File: src/rtl/sdclk_pkg.sv
package sdclk_pkg;
  // Strobes and levels passed from control to datapath
  typedef struct packed {
    logic run;   // card clock enabled
    logic load;  // copy pending rate into active rate, restart counters
  } dpCtrl_t;
endpackage

File: src/rtl/sdclk_ctrl.sv
module sdclk_ctrl
  import sdclk_pkg::*;
#(
  parameter int DIV_W   = 4,
  parameter int PRE_W   = 12,
  parameter int PRE_MAX = 2048,
  parameter int RST_DIV = 15,
  parameter int RST_PRE = 2048,
  localparam int RATE_W = PRE_W + DIV_W
) (
  input  logic              clk,
  input  logic              rstN,
  input  logic              rateWr,
  input  logic [RATE_W-1:0] rateData,
  input  logic              ctrlWr,
  input  logic [3:0]        ctrlData,
  input  logic              periodEnd,
  output dpCtrl_t           dpCtrl,
  output logic [DIV_W-1:0]  pendDiv,
  output logic [PRE_W-1:0]  pendPre,
  output logic              running,
  output logic              softRst
);
  logic stopBit, startBit, rstBit;
  logic ctrlUnused;
  logic runQ, stopPend, loadPend, softRstQ;
  logic runD, stopD, loadNow;
  logic [DIV_W-1:0] rawDiv, clampDiv;
  logic [PRE_W-1:0] rawPre, clampPre;

  assign stopBit    = ctrlWr & ctrlData[0];
  assign startBit   = ctrlWr & ctrlData[1];
  assign rstBit     = ctrlWr & ctrlData[3];
  assign ctrlUnused = ctrlData[2];

  // Field extraction and range clamping of the rate word
  assign rawDiv   = rateData[DIV_W-1:0];
  assign rawPre   = rateData[RATE_W-1:DIV_W];
  assign clampDiv = (rawDiv == '0) ? DIV_W'(1) : rawDiv;
  assign clampPre = (rawPre > PRE_W'(PRE_MAX)) ? PRE_W'(PRE_MAX) : rawPre;

  // A pending rate goes live at once when idle, else at the period boundary
  assign loadNow = loadPend & (~runQ | periodEnd);

  always_comb begin
    runD  = runQ;
    stopD = stopPend;
    if (stopBit) begin
      if (runQ) stopD = 1'b1;
    end else if (startBit) begin
      runD  = 1'b1;
      stopD = 1'b0;
    end
    if (periodEnd && stopD) begin
      runD  = 1'b0;
      stopD = 1'b0;
    end
  end

  always_ff @(posedge clk or negedge rstN) begin
    if (!rstN) begin
      runQ     <= 1'b0;
      stopPend <= 1'b0;
      loadPend <= 1'b0;
      softRstQ <= 1'b0;
      pendDiv  <= DIV_W'(RST_DIV);
      pendPre  <= PRE_W'(RST_PRE);
    end else begin
      runQ     <= runD;
      stopPend <= stopD;
      softRstQ <= rstBit;
      if (rateWr) begin
        pendDiv  <= clampDiv;
        pendPre  <= clampPre;
        loadPend <= 1'b1;
      end else if (loadNow) begin
        loadPend <= 1'b0;
      end
    end
  end

  assign dpCtrl.run  = runQ;
  assign dpCtrl.load = loadNow;
  assign running     = runQ;
  assign softRst     = softRstQ;

  AST_STOP_WINS: assert property (@(posedge clk) disable iff (!rstN)
    (ctrlWr && ctrlData[0] && ctrlData[1] && !runQ) |=> !runQ);
  AST_SOFTRST_SRC: assert property (@(posedge clk) disable iff (!rstN)
    $rose(softRstQ) |-> $past(ctrlWr && ctrlData[3]));
  AST_STOP_AT_BOUNDARY: assert property (@(posedge clk) disable iff (!rstN)
    $fell(runQ) |-> $past(periodEnd));
endmodule

File: src/rtl/sdclk_dp.sv
module sdclk_dp
  import sdclk_pkg::*;
#(
  parameter int DIV_W   = 4,
  parameter int PRE_W   = 12,
  parameter int PRE_MAX = 2048,
  parameter int RST_DIV = 15,
  parameter int RST_PRE = 2048,
  localparam int PCNT_W = $clog2(2 * PRE_MAX)
) (
  input  logic             clk,
  input  logic             rstN,
  input  dpCtrl_t          dpCtrl,
  input  logic [DIV_W-1:0] newDiv,
  input  logic [PRE_W-1:0] newPre,
  output logic             cardClk,
  output logic             periodEnd
);
  logic [DIV_W-1:0]  actDiv, divCnt;
  logic [PRE_W-1:0]  actPre;
  logic [PCNT_W-1:0] preCnt;
  logic [PCNT_W:0]   preTwice, preLast;
  logic [DIV_W:0]    divPlus1, halfDiv;
  logic              bypass, divWrap, preWrap, phaseHigh, cardClkQ;

  assign bypass   = (actPre == '0);
  assign divWrap  = (divCnt == actDiv);
  assign preTwice = (PCNT_W+1)'(actPre) << 1;
  assign preLast  = preTwice - (PCNT_W+1)'(1);
  assign preWrap  = ((PCNT_W+1)'(preCnt) == preLast);
  assign divPlus1 = (DIV_W+1)'(actDiv) + (DIV_W+1)'(1);
  assign halfDiv  = divPlus1 >> 1;

  // High half of the period, from the stage that sets the output rate
  assign phaseHigh = bypass ? ((DIV_W+1)'(divCnt) < halfDiv)
                            : ((PCNT_W+1)'(preCnt) < (PCNT_W+1)'(actPre));

  assign periodEnd = dpCtrl.run & divWrap & (bypass | preWrap);

  always_ff @(posedge clk or negedge rstN) begin
    if (!rstN) begin
      actDiv <= DIV_W'(RST_DIV);
      actPre <= PRE_W'(RST_PRE);
    end else if (dpCtrl.load) begin
      actDiv <= newDiv;
      actPre <= newPre;
    end
  end

  always_ff @(posedge clk or negedge rstN) begin
    if (!rstN) begin
      divCnt   <= '0;
      preCnt   <= '0;
      cardClkQ <= 1'b0;
    end else begin
      cardClkQ <= dpCtrl.run & phaseHigh;
      if (dpCtrl.load || !dpCtrl.run) begin
        divCnt <= '0;
        preCnt <= '0;
      end else if (divWrap) begin
        divCnt <= '0;
        if (!bypass) preCnt <= preWrap ? '0 : preCnt + PCNT_W'(1);
      end else begin
        divCnt <= divCnt + DIV_W'(1);
      end
    end
  end

  assign cardClk = cardClkQ;

  AST_DIV_NONZERO: assert property (@(posedge clk) disable iff (!rstN)
    actDiv != '0);
  AST_PRE_LIMIT: assert property (@(posedge clk) disable iff (!rstN)
    actPre <= PRE_W'(PRE_MAX));
  AST_LOW_WHEN_IDLE: assert property (@(posedge clk) disable iff (!rstN)
    !dpCtrl.run |=> !cardClkQ);
  AST_LOAD_LOW_PHASE: assert property (@(posedge clk) disable iff (!rstN)
    (dpCtrl.load && dpCtrl.run) |-> !phaseHigh);
endmodule

File: src/rtl/sdclk_gen.sv
module sdclk_gen
  import sdclk_pkg::*;
#(
  parameter int DIV_W       = 4,
  parameter int PRE_W       = 12,
  parameter int PRE_MAX     = 2048,
  parameter int RST_DIV     = 15,
  parameter int RST_PRE     = 2048,
  parameter int STS_W       = 16,
  parameter int STS_RUN_BIT = 8,
  localparam int RATE_W     = PRE_W + DIV_W
) (
  input  logic              clk,
  input  logic              rstN,
  input  logic              rateWr,
  input  logic [RATE_W-1:0] rateData,
  input  logic              ctrlWr,
  input  logic [3:0]        ctrlData,
  output logic              cardClk,
  output logic [STS_W-1:0]  statusWord,
  output logic              softRst
);
  dpCtrl_t          dpCtrl;
  logic [DIV_W-1:0] pendDiv;
  logic [PRE_W-1:0] pendPre;
  logic             periodEnd, running;

  sdclk_ctrl #(
    .DIV_W(DIV_W), .PRE_W(PRE_W), .PRE_MAX(PRE_MAX),
    .RST_DIV(RST_DIV), .RST_PRE(RST_PRE)
  ) u_ctrl (
    .clk(clk), .rstN(rstN), .rateWr(rateWr), .rateData(rateData),
    .ctrlWr(ctrlWr), .ctrlData(ctrlData), .periodEnd(periodEnd),
    .dpCtrl(dpCtrl), .pendDiv(pendDiv), .pendPre(pendPre),
    .running(running), .softRst(softRst)
  );

  sdclk_dp #(
    .DIV_W(DIV_W), .PRE_W(PRE_W), .PRE_MAX(PRE_MAX),
    .RST_DIV(RST_DIV), .RST_PRE(RST_PRE)
  ) u_dp (
    .clk(clk), .rstN(rstN), .dpCtrl(dpCtrl), .newDiv(pendDiv),
    .newPre(pendPre), .cardClk(cardClk), .periodEnd(periodEnd)
  );

  always_comb begin
    statusWord              = '0;
    statusWord[STS_RUN_BIT] = running;
  end
endmodule

File: config.mk
export PLATFORM = sky130hd
export DESIGN_NAME = sdclk_gen
export DESIGN_NICKNAME = d
export VERILOG_FILES = /design/src/rtl/sdclk_pkg.sv /design/src/rtl/sdclk_ctrl.sv /design/src/rtl/sdclk_dp.sv /design/src/rtl/sdclk_gen.sv
export SDC_FILE = /design/constraint.sdc
export NUM_CORES = 1
export LEC_CHECK = 0
export BUFFER_PORTS_ARGS = -buffer_cell sky130_fd_sc_hd__buf_2
export CAP_MARGIN = 30
export CORE_UTILIZATION = 53
export CTS_BUF_LIST = sky130_fd_sc_hd__clkbuf_16
export DETAILED_ROUTE_END_ITERATION = 6
export MAX_ROUTING_LAYER = met4
export PLACE_DENSITY = 0.77
export SKIP_LAST_GASP = 1
export SYNTH_ARGS = -nofsm -noshare
export SYNTH_HDL_FRONTEND = slang
export SYNTH_SLANG_ARGS = --single-unit
export TNS_END_PERCENT = 30
File: constraint.sdc
create_clock -name clk -period 2.48 [get_ports clk]
set_input_delay 0 -clock clk [delete_from_list [all_inputs] [get_ports clk]]
set_output_delay 0 -clock clk [all_outputs]
set_load 0.005 [all_outputs]
# After elaboration in Yosys (flattened, before gate mapping)
# Index checks and enable logic that the tools add are counted.
dict set report totals {
  ff_bits 53
  latchBits 0
  ram_bits 0
  mem_bits_ro 0
  output_inout_bits 18
  elab_cells 60
  n_memories 0
}
dict set report classes {
  n_addsub 4
  n_mul 0
  div 0
  n_lt_le_gt_ge 3
  eq_ne 4
  n_shift 0
  n_mux 18
  n_bitwise 10
  n_reduce_logical 10
}
# cell n
set ops {}
lappend ops {{2-to-1 mux 12 bit} 5}
lappend ops {{equality test 12 x 13 -> 1 bit} 1}
lappend ops {{subtractor 13 x 1 -> 13 bit, second input constant} 1}
lappend ops {{adder 12 x 1 -> 12 bit, second input constant} 1}
lappend ops {{greater-than comparator 12 bit, second input constant} 1}
lappend ops {{zero test 12 bit} 1}
lappend ops {{less-than comparator 12 bit} 1}
lappend ops {{2-to-1 mux 4 bit} 3}
lappend ops {{2-to-1 mux 1 bit} 10}
lappend ops {{AND 1 bit} 7}
lappend ops {{nonzero test 2 bit} 3}
lappend ops {{adder 4 x 1 -> 5 bit, second input constant} 1}
lappend ops {{adder 4 x 1 -> 4 bit, second input constant} 1}
lappend ops {{equality test 4 bit} 1}
lappend ops {{zero test 4 bit} 1}
lappend ops {{less-than comparator 4 bit} 1}
lappend ops {{inequality test 2 bit, second input constant} 2}
lappend ops {{AND reduction 2 bit} 2}
lappend ops {{bitwise OR 1 bit} 2}
lappend ops {{logical AND 1 bit} 1}
lappend ops {{zero test 1 bit} 1}
lappend ops {{logical OR 1 bit} 1}
lappend ops {{NOT 1 bit} 1}

# Logic depth before layout (Yosys ltp)
# Gate-level depths: netlist (run 1).
dict set report depth {
  depth_word 9
  depth_mapped 11
  mapped_depth_nobuf 9
}

# Modules after synthesis
# Synthesis (run 1) repeated with hierarchy kept, for this count alone.
dict set report unflattened {
  hier_cells 347
  area_unflattened_um2 3256.9
}
# module n_inst cells_per_inst area_per_inst_um2 seq_area_each_um2
set by_module_without_submodules {}
lappend by_module_without_submodules {sdclk_dp 1 252 2254.7 832.0}
lappend by_module_without_submodules {sdclk_ctrl 1 78 878.3 506.7}
lappend by_module_without_submodules {sdclk_gen 1 17 123.9 0.0}

# Least setup slack after synthesis (run 1)
# Ideal clock, no wire load.
dict set report synth_path {
  path_kind {flip-flop to flip-flop}
  startpoint {register u_dp.actPre[0]}
  endpoint {register u_dp.actDiv[2]}
  arrival_ps 2651
  t_required_ps 2398
  path_slack_ps -253
  path_stages_with_launch 12
  period_less_slack_ps 2733
  path_cell_list {dfrtp_1 buf_2 inv_1 ha_1 nor4b_4 xnor2_1 or4_1 a22oi_1 nand4bb_4 a21o_1 buf_6 mux2_4}
}
dict set report synth_via {
  elab_chain_len 6
}
# item line
set synth_lines {}
lappend synth_lines {{from (decl)} sdclk_dp.sv:20} ;# logic [PRE_W-1:0] actPre;
lappend synth_lines {{from (signal assigned)} sdclk_dp.sv:43} ;# actPre <= PRE_W'(RST_PRE);
lappend synth_lines {{from (signal assigned)} sdclk_dp.sv:46} ;# actPre <= newPre;
lappend synth_lines {{subtractor 13 x 1 -> 13 bit} sdclk_dp.sv:29} ;# assign preLast = preTwice - (PCNT_W+1)'(1);
lappend synth_lines {{equality test 12 x 13 -> 1 bit} sdclk_dp.sv:30} ;# assign preWrap = ((PCNT_W+1)'(preCnt) == preLast);
lappend synth_lines {{bitwise OR 1 bit (*)} sdclk_dp.sv:38} ;# assign periodEnd = dpCtrl.run & divWrap & (bypass | preWrap);
lappend synth_lines {{AND 1 bit (*)} sdclk_dp.sv:38}
lappend synth_lines {{bitwise OR 1 bit (*)} sdclk_ctrl.sv:43} ;# assign loadNow = loadPend & (~runQ | periodEnd);
lappend synth_lines {{AND 1 bit (*)} sdclk_ctrl.sv:43}
lappend synth_lines {{to (signal assigned)} sdclk_dp.sv:42} ;# actDiv <= DIV_W'(RST_DIV);
lappend synth_lines {{to (signal assigned)} sdclk_dp.sv:45} ;# actDiv <= newDiv;
lappend synth_lines {{to (decl)} sdclk_dp.sv:19} ;# logic [DIV_W-1:0] actDiv, divCnt;
# Mark *: on every way between the ends. The rest lies on a longest branch, timed or not.
# A chain may end at the register's enable or synchronous reset.

# Worst setup path after layout (run 1)
dict set report layout_path {
  startpoint {register u_dp.actPre[2]}
  endpoint {register u_dp.actPre[4]}
}
dict set report layout_via {
  elab_chain_len 6
}
# item line
set layout_lines {}
lappend layout_lines {{subtractor 13 x 1 -> 13 bit} sdclk_dp.sv:29}
lappend layout_lines {{equality test 12 x 13 -> 1 bit} sdclk_dp.sv:30}
lappend layout_lines {{bitwise OR 1 bit (*)} sdclk_dp.sv:38}
lappend layout_lines {{AND 1 bit (*)} sdclk_dp.sv:38}
lappend layout_lines {{bitwise OR 1 bit (*)} sdclk_ctrl.sv:43}
lappend layout_lines {{AND 1 bit (*)} sdclk_ctrl.sv:43}
# Marks and branches as above.

==> results of run 1 <==
## metrics by stage
stage               setup WS [ns]  instances  setup TNS, ns  hold slack (ns)  area [sq um]
floorplan                -0.06998        388        -0.2986          -0.2956          3565
global placement         -0.07157        497        -0.5913         -0.09053          3854
detailed placement        -0.1203        497        -0.7688         -0.07955          3854
CTS                      -0.02838        530        -0.1762          0.05759          4289
global route              -0.1713        532         -3.454           0.1109          4339
finish                   -0.07845        532        -0.4361          0.05154          4339
## kinds of logic after synthesis
kind of cell	share of synthesized area
XOR/XNOR	0.07053
buffers and inverters	0.07952
AO/OA/AOI/OAI	0.1562
flip-flops	0.3850
adder cells (fa/ha/maj)	0.06477
AND/OR/NAND/NOR	0.1976
other	0.001078
multiplexers	0.04534
## state kept, by name, summed over array words and instances, names as in the netlist
name and cells:
u_ctrl.pendDiv 4, u_dp.actPre 12, u_ctrl.loadPend 1, u_dp.cardClk 1, u_dp.divCnt 4, u_ctrl.running 1
u_dp.actDiv 4, u_ctrl.pendPre 12, u_dp.preCnt 12, u_ctrl.softRst 1, u_ctrl.stopPend 1
## layer usage
| layer | vias up | share of wire | wire (um) | global-route usage |
|---|---|---|---|---|
| met5 | - | 0 | 0 | - |
| li1 | 1453 | - | - | - |
| met1 | 1491 | 0.43 | 3751 | 0.3465 |
| met3 | 25 | 0.063 | 557 | 0.04274 |
| met4 | 0 | 0.023 | 199 | 0.08934 |
| met2 | 134 | 0.49 | 4287 | 0.4478 |
## worst reg2reg max path: stages, from the launching register on
cell,delay (ns)
dfrtp_2,0.48
nor3_2,0.27
a21boi_1,0.13
or4_4,0.53
and2_4,0.18
nor4b_4,0.32
buf_6,0.18
buf_4,0.12
nand4_1,0.11
a21oi_1,0.14
## timing repair
item,CTS,global route
endpoints found under the setup margin,17,30
pin swaps,3,5
hold endpoints to repair,30,0
hold buffers,20,0
buffers inserted,5,2
gates resized for setup,11,10
cloned,0,0
## power by group
group	leakage [nW]	switching (mW)	internal, mW
registers	0.633	0.258	1.08
logic	1.39	0.851	0.904
clock network	0.0763	0.354	0.388
total	2.10	1.46	2.37
## worst max-delay path by stage
| stage | startpoint | to | slack (ns) | cells past startpoint |
|---|---|---|---|---|
| after floorplan | u_dp.actPre[0] | u_dp.actPre[9] | -0.07 | 10 |
| after global placement | u_dp.actPre[2] | u_dp.actPre[9] | -0.07 | 8 |
| after detailed placement | u_dp.actPre[2] | u_dp.actPre[11] | -0.12 | 8 |
| after CTS | u_dp.actPre[0] | u_dp.actPre[9] | -0.03 | 9 |
| after global routing | u_dp.actPre[5] | u_dp.actPre[7] | -0.17 | 10 |
| final | u_dp.actPre[2] | u_dp.actPre[4] | -0.08 | 9 |
## placed cells by master, fill, tap and decap left out, types with 5 or more instances in the layout
cell	instances
nand3_1	11
nor2_1	30
mux2_2	6
nand2_1	26
conb_1	15
dlygate4sd3_1	20
ha_1	17
o21ai_0	23
dfstp_2	10
xor2_1	5
dfrtp_1	41
inv_1	27
xnor2_1	22
buf_2	25
a31oi_1	6
buf_4	38
a21o_1	7
mux2i_1	6
nand4_1	8
a21oi_1	9
clkbuf_16	5
## layout make-up
cell class,count,share of cell area
clock buffers,5,0.02884
inverters,29,0.02566
multi-input cells,280,0.4616
clock inverters,3,0.006632
flip-flops and latches,53,0.3091
well taps,77,0.02220
repair buffers,85,0.1459
==> qor.csv, run 1 <==
metric,value,unit
max_cap viols,0,
violated checks,negative setup slack,
sum of buffers and inverters on the critical path,2,
number of buffers created by CTS,5,
height of the die,83.00,um
minimum clock period,2.558,ns
Max Clock Freq,390.9,MHz
Final Net Count,496,
Rows,29,
#FFs+latches synth,53,
synth warn,0,
Initial Util,0.5476,
layout filler cell count,458,
layout cells sized above 1,0.2637,
clock-pin slew on the worst setup and hold paths,0.08,ns
Worst Clk Skew,0.007294,ns
DRC,0,
CTS tree,yes,
multi-input combinational cell area,0.002003,sq mm
ranking of synthesized cells by area,"dfrtp_1 31%, dfstp_2 7.6%, ha_1 6.5%, xnor2_1 5.8%, o21ai_0 3.6%",
Total GRT Usage,0.2728,
CTS H-tree lvls,2,
Post-synth top flop,dfrtp_1,
Pre-Repair DR Iteration Count,7,
maximum VDD drop,0.0005195,V
initial antenna violation count,0,
gpl congestion,0.9932,
CP Capture Type,flip-flop,
post-DP HPWL,6.297,mm
top post-synthesis cells by count,"43 x dfrtp_1, 32 x nor2_1, 29 x inv_1",
CP max stage delay,0.53,ns
register area share after synthesis,0.3850,
post-DR wirelength/cell,16.53,um
R2R Path Start,u_dp.actPre[2],
Hold Path Stages,4,
Mapped Cells,374,
hold path startpoint,ctrlData[0],
remaining global-route overflow,0,
footprint of the flip-flops and latches,0.001341,sq mm
root buffer cell,clkbuf_16,
hold crit path type,primary input to flip-flop,
Hold Path Sink,u_ctrl.running,
Yosys top cell by area,dfrtp_1,
area grow syn2layout,24.79,%
most frequent cell after synthesis,dfrtp_1,
total power,3.834,mW
Avg Inst Size Synth,9.297,sq um
Routed Antenna Nets,0,
CP arrival,2.78,ns
WP data required,2.70,ns
Boundary Pins,42,
Synth cell types,60,
critical path's slowest cell,or4_4,
First DRT Iteration DRCs,217,
Post-synth EDFFs,0,
worst r2r path cells,9,
leakage power,2.102,nW
RSZ-0062 raised after global routing,yes,
status,"complete, but fails checks",
Post-Route WL,8.796,mm
Antenna diodes,0,
"delay-heaviest family, CP",simple AND/OR/NAND/NOR gates,
I/O Buffers,25,
largest net degree at the start of global routing,41,
startpoint types,flip-flop,
global-route wire length before repair,14.85,mm
crit path cell chain,"nor3_2, a21boi_1, or4_4, and2_4, nor4b_4, buf_6, buf_4, nand4_1, a21oi_1",
clk buf depth,2,
FF-to-FF setup slack,-0.08,ns
"Max FO, Critical Path",8,
"Clk Latency, worst-skew pair",0.30,ns
Core Area,0.006350,sq mm
"Hold Violations, Final",0,
die area,0.006888,sq mm
fin util,0.6834,
Slew Limit Fails,0,
Worst Slack Setup Final,-0.07845,ns
number of global-route vias before repair,3112,
Clock Sinks,53,
Via density,5.833,
P per Cell Area,883.7,mW/mm^2
"Worst Path Class, Setup",flip-flop to flip-flop,
final setup fails,12,
Die X,83.00,um
"FFs w/ async S/R, synth",1.000,
Worst R2R End,u_dp.actPre[4],
routed via count,3103,
Post-Syn Area,0.003477,sq mm
top-area cell type share of the netlist area,0.3095,
final worst-path cycle share,1.032,
Note: power is estimated with default switching activity, not from simulation.
==> run 2, diff against run 1 <==
--- a/config.mk
+++ b/config.mk
@@ -10,7 +10,6 @@
 export CORE_UTILIZATION = 53
 export CTS_BUF_LIST = sky130_fd_sc_hd__clkbuf_16
 export DETAILED_ROUTE_END_ITERATION = 6
-export MAX_ROUTING_LAYER = met4
 export PLACE_DENSITY = 0.77
 export SKIP_LAST_GASP = 1
 export SYNTH_ARGS = -nofsm -noshare
==> qor.csv, run 2 (synthesis results as in run 1) <==
metric,value,unit
Core Area,0.006350,sq mm
DRC,0,
DRT met1 WL,3.782,mm
CP Capture Type,flip-flop,
"Max FO, Critical Path",8,
Slew Limit Fails,0,
pre-CTS WS,-0.1269,ns
Pre-Repair DR Iteration Count,5,
DR top layer,met4,
initial antenna violation count,0,
gpl congestion,0.9272,
max_cap viols,0,
leakage power,2.107,nW
RSZ-0062 raised after global routing,yes,
root buffer cell,clkbuf_16,
routed via count,3116,
"Clk Latency, worst-skew pair",0.30,ns
minimum clock period,2.596,ns
First DRT Iteration DRCs,241,
headroom to the max-slew limit,0.5596,
Antenna diodes,0,
met3 WL,501,um
met2 routed WL,4.421,mm
clock-pin slew on the worst setup and hold paths,0.08,ns
final setup fails,30,
CTS H-tree lvls,2,
final worst-path cycle share,1.047,
worst slew pin tran,0.6607,ns
dpl cell area,0.003884,sq mm
Worst Slack Setup Final,-0.1157,ns
die area,0.006888,sq mm
"Worst Path Class, Setup",flip-flop to flip-flop,
Via density,5.824,
global-route wire length before repair,15.21,mm
Final Instance Area,0.004352,sq mm
P per Cell Area,888.9,mW/mm^2
Worst Clk Skew,0.01133,ns
number of global-route vias before repair,3221,
height of the die,83.00,um
Max Clock Freq,385.3,MHz
maximum VDD drop,0.0004545,V
fin util,0.6853,
Total GRT Usage,0.2765,
violated checks,negative setup slack,
CTS tree,yes,
layout filler cell count,463,
WP data required,2.67,ns
area grow syn2layout,25.15,%
most frequent cells in the layout,"42 x buf_4, 40 x dfrtp_1, 30 x nor2_1",
"commonest non-fill, non-tap cell in the layout",buf_4,
Boundary Pins,42,
layout cells sized above 1,0.2686,
post-DP HPWL,6.219,mm
Setup TNS,-1.863,ns
CP arrival,2.78,ns
largest net degree at the start of global routing,54,
clk buf depth,2,
post-DR wirelength/cell,16.86,um
Rows,29,
Hold Slack,0.03994,ns
Initial Util,0.5476,
Largest regs,"u_ctrl.pendPre x12, u_dp.actPre x12, u_dp.preCnt x12",
I/O Buffers,25,
Routed Antenna Nets,0,
Final Net Count,499,
"Hold Violations, Final",0,
Die X,83.00,um
hold crit path type,primary input to flip-flop,
status,"complete, but fails checks",
startpoint types,flip-flop,
Post-Route WL,9.020,mm
Clock Sinks,53,
number of buffers created by CTS,5,
remaining global-route overflow,0,
==> run 2: cell count changes in the layout (fill, tap and decap cells not counted), sizes merged <==
cell | previous run | this run
buf | 65 | 69
dlygate4sd3 | 20 | 19
==> run 2: path summary, 6_finish.rpt <==
kind	startpoint	to	slack, ns	cells after the start
min	ctrlData[0]	u_ctrl.running	0.04	4
max in group asynchronous	rstN	u_dp.actPre[0]	1.65	3
min reg2reg	u_ctrl.pendDiv[0]	u_ctrl.pendDiv[0]	0.50	2
max	u_dp.actPre[1]	u_dp.actPre[9]	-0.12	10
max reg2reg	u_dp.actPre[1]	u_dp.actPre[9]	-0.12	10
min in group asynchronous	rstN	u_ctrl.softRst	0.34	3
==> run 2: power breakdown <==
| group | internal [mW] | switching, mW | leakage (nW) |
|---|---|---|---|
| Clock | 0.388 | 0.348 | 0.0763 |
| Sequential | 1.08 | 0.247 | 0.632 |
| Combinational | 0.936 | 0.868 | 1.40 |
==> run 2: layer usage <==
layer  vias up  track usage
met4         0       0.1176
met3        32      0.04771
met2       129       0.4709
li1       1459            -
met1      1496       0.3461
met5         -            0
==> run 2: critical path, cell delays in order (launching register included) <==
cell and delay, ns:
dfrtp_1 0.42, buf_4 0.15, buf_4 0.14, nor2_2 0.10, a21boi_0 0.13, or4_4 0.55
and2_4 0.19, nor4b_4 0.32, buf_6 0.18, o21ai_2 0.05, a211o_1 0.26
==> run 2: cell type report <==
type / instances / area, sq um / area share
Clock buffer: 5 / 125.1 / 0.02875
Clock inverter: 3 / 28.78 / 0.006613
Inverter: 29 / 111.4 / 0.02559
Multi-Input combinational cell: 280 / 1991 / 0.4574
Sequential cell: 53 / 1343 / 0.3085
Tap cell: 77 / 96.34 / 0.02214
Timing Repair Buffer: 88 / 656.9 / 0.1509
==> run 2: stage by stage <==
step / std cells / power (mW)
2_1_floorplan: 388 / 2.368
3_3_place_gp: 501 / 2.828
3_5_place_dp: 501 / 2.909
4_1_cts: 534 / 3.781
5_1_grt: 535 / 4.110
6_report: 535 / 3.868
==> run 2: timing repair <==
item                                   4_1_cts  5_1_grt
endpoints found under the hold margin       60        0
buffers inserted                             6        2
gates resized for setup                     13        7
hold buffers                                19        0
pin swaps                                    8        5
setup endpoints to repair                   30       30
==> run 3, diff against run 2 <==
--- a/config.mk
+++ b/config.mk
@@ -5,12 +5,14 @@
 export SDC_FILE = /design/constraint.sdc
 export NUM_CORES = 1
 export LEC_CHECK = 0
+export ABC_AREA = 1
 export BUFFER_PORTS_ARGS = -buffer_cell sky130_fd_sc_hd__buf_2
 export CAP_MARGIN = 30
 export CORE_UTILIZATION = 53
 export CTS_BUF_LIST = sky130_fd_sc_hd__clkbuf_16
 export DETAILED_ROUTE_END_ITERATION = 6
-export PLACE_DENSITY = 0.77
+export PLACE_DENSITY = 0.76
+export SKIP_CTS_REPAIR_TIMING = 1
 export SKIP_LAST_GASP = 1
 export SYNTH_ARGS = -nofsm -noshare
 export SYNTH_HDL_FRONTEND = slang
==> qor.csv, run 3 <==
metric,value,unit
status,"complete, but fails checks",
violated checks,"design-rule violations, negative hold slack",
minimum clock period,2.301,ns
Post-Syn Area,0.003570,sq mm
Post-synth top flop,dfrtp_1,
final setup fails,0,
RSZ-0062 raised after global routing,yes,
"commonest non-fill, non-tap cell in the layout",nand2_1,
DR top layer,met4,
WP data required,2.67,ns
CTS H-tree lvls,2,
Worst Clk Skew,0.003640,ns
gpl congestion,0.8847,
number of buffers created by CTS,5,
leakage power,2.120,nW
most frequent cell after synthesis,nand2_1,
startpoint types,flip-flop,
fin util,0.6287,
Slew Limit Fails,0,
Final Net Count,558,
Synth cell types,38,
met3 WL,362,um
"Max FO, Critical Path",10,
Post-Route WL,7.626,mm
maximum VDD drop,0.0005329,V
clk buf depth,2,
largest net degree at the start of global routing,38,
Mapped Cells,476,
post-DP HPWL,5.420,mm
Via density,5.204,
Post-synth EDFFs,0,
hold crit path type,primary input to flip-flop,
headroom to the max-slew limit,0.6409,
register area share after synthesis,0.3750,
layout cells sized above 1,0.1335,
Die X,84.07,um
met2 routed WL,3.774,mm
global-route wire length before repair,12.65,mm
number of global-route vias before repair,2835,
DRC,6,
height of the die,84.07,um
I/O Buffers,25,
Yosys top cell by area,dfrtp_1,
Clock Sinks,53,
#FFs+latches synth,53,
Avg Inst Size Synth,7.499,sq um
area grow syn2layout,13.11,%
top post-synthesis cells by count,"134 x nand2_1, 52 x inv_1, 49 x nand3_1",
Routed Antenna Nets,0,
Hold Path Stages,3,
"FFs w/ async S/R, synth",1.000,
routed via count,3091,
"Clk Latency, worst-skew pair",0.30,ns
Final Instance Area,0.004038,sq mm
max_cap viols,0,
remaining global-route overflow,0,
P per Cell Area,1095,mW/mm^2
Total GRT Usage,0.2228,
CP Capture Type,flip-flop,
synth warn,0,
Initial Util,0.5558,
CTS tree,yes,
top-area cell type share of the netlist area,0.3014,
Largest regs,"u_ctrl.pendPre x12, u_dp.actPre x12, u_dp.preCnt x12",
post-DR wirelength/cell,12.84,um
First DRT Iteration DRCs,191,
Antenna diodes,0,
Rows,29,
Hold Slack,-0.02653,ns
final worst-path cycle share,0.9278,
initial antenna violation count,0,
clock-pin slew on the worst setup and hold paths,0.07,ns
layout filler cell count,567,
most frequent cells in the layout,"134 x nand2_1, 52 x inv_1, 49 x nand3_1",
CP arrival,2.50,ns
worst r2r path cells,13,
die area,0.007068,sq mm
"Hold Violations, Final",2,
dpl cell area,0.003697,sq mm
ranking of synthesized cells by area,"dfrtp_1 30%, nand2_1 14%, dfstp_2 7.4%, nand3_1 6.9%, ha_1 6.3%",
Max Clock Freq,434.6,MHz
Setup TNS,0,ns
Pre-Repair DR Iteration Count,6,
Boundary Pins,42,
"Worst Path Class, Setup",flip-flop to flip-flop,
Core Area,0.006422,sq mm
root buffer cell,clkbuf_16,
DRT met1 WL,3.392,mm
worst slew pin tran,0.5351,ns
[run 3: changes by cell type after synthesis, sizes merged, moves of 6 or more]
cell / change
mux2i: -6
xnor2: -21
nor2: +16
o21ai: -16
inv: +24
a21o: -8
nand3b: +6
mux2: -8
xor2: +16
nand2: +119
nand3: +38
[run 3: cells by family (layout without fill, tap and decap cells)]
family,count (synthesis),count (layout),share of synthesized area
buffers and inverters,81,108,0.1108
AO/OA/AOI/OAI,32,32,0.05573
AND/OR/NAND/NOR,268,268,0.3379
flip-flops,53,53,0.3750
XOR/XNOR,23,23,0.05643
other,1,15,0.001051
adder cells (fa/ha/maj),18,18,0.06309
[run 3: final cells by class]
class                   count  area (sq um)  area share
clock buffers               6         150.1     0.03719
multi-input cells         356          1893      0.4689
well taps                  77         96.34     0.02386
clock inverters             2         17.52    0.004338
flip-flops and latches     53          1339      0.3316
repair buffers             47         342.8     0.08491
inverters                  53         198.9     0.04927
[run 3: routing by layer]
layer | GRT usage | vias up
met5 | 0 | -
met4 | 0.06583 | 0
met3 | 0.03660 | 8
met2 | 0.3875 | 74
met1 | 0.2843 | 1445
li1 | - | 1564
[run 3: path summary, 6_finish.rpt]
check / startpoint / slack (ns) / end
min in group asynchronous: rstN / 0.15 / u_dp.preCnt[4]
max in group asynchronous: rstN / 1.51 / u_dp.actDiv[3]
max reg2reg: u_dp.actPre[0] / 0.18 / u_dp.preCnt[10]
max: u_dp.actPre[0] / 0.18 / u_dp.preCnt[10]
min reg2reg: u_ctrl.pendPre[11] / 0.48 / u_dp.actPre[11]
min: rateData[12] / -0.03 / u_ctrl.pendPre[8]
[run 3: report_power, final]
group	internal (mW)	leakage, nW	switching [mW]
Combinational	0.846	1.38	1.36
Sequential	1.12	0.658	0.299
Clock	0.444	0.0830	0.349
[run 3: through the flow]
step	instances	hold slack, ns	power [mW]	setup slack [ns]
after floorplan	490	-0.2956	3.113	0.4646
after global placement	569	-0.05314	3.479	0.2154
after detailed placement	569	-0.05486	3.583	0.1292
after CTS	577	-0.3677	4.385	0.09787
after global routing	594	0.002274	4.854	-0.03970
final	594	-0.02653	4.423	0.1792
[run 3: critical path: stages (launching register included)]
cell	delay [ns]
dfrtp_1	0.42
inv_1	0.15
ha_2	0.23
nand2_1	0.11
nand3_1	0.09
nand2_1	0.05
nor2_1	0.14
inv_1	0.06
nor3_1	0.21
nand3_1	0.35
nand3_1	0.18
o21ai_0	0.10
inv_1	0.06
nor2_1	0.03
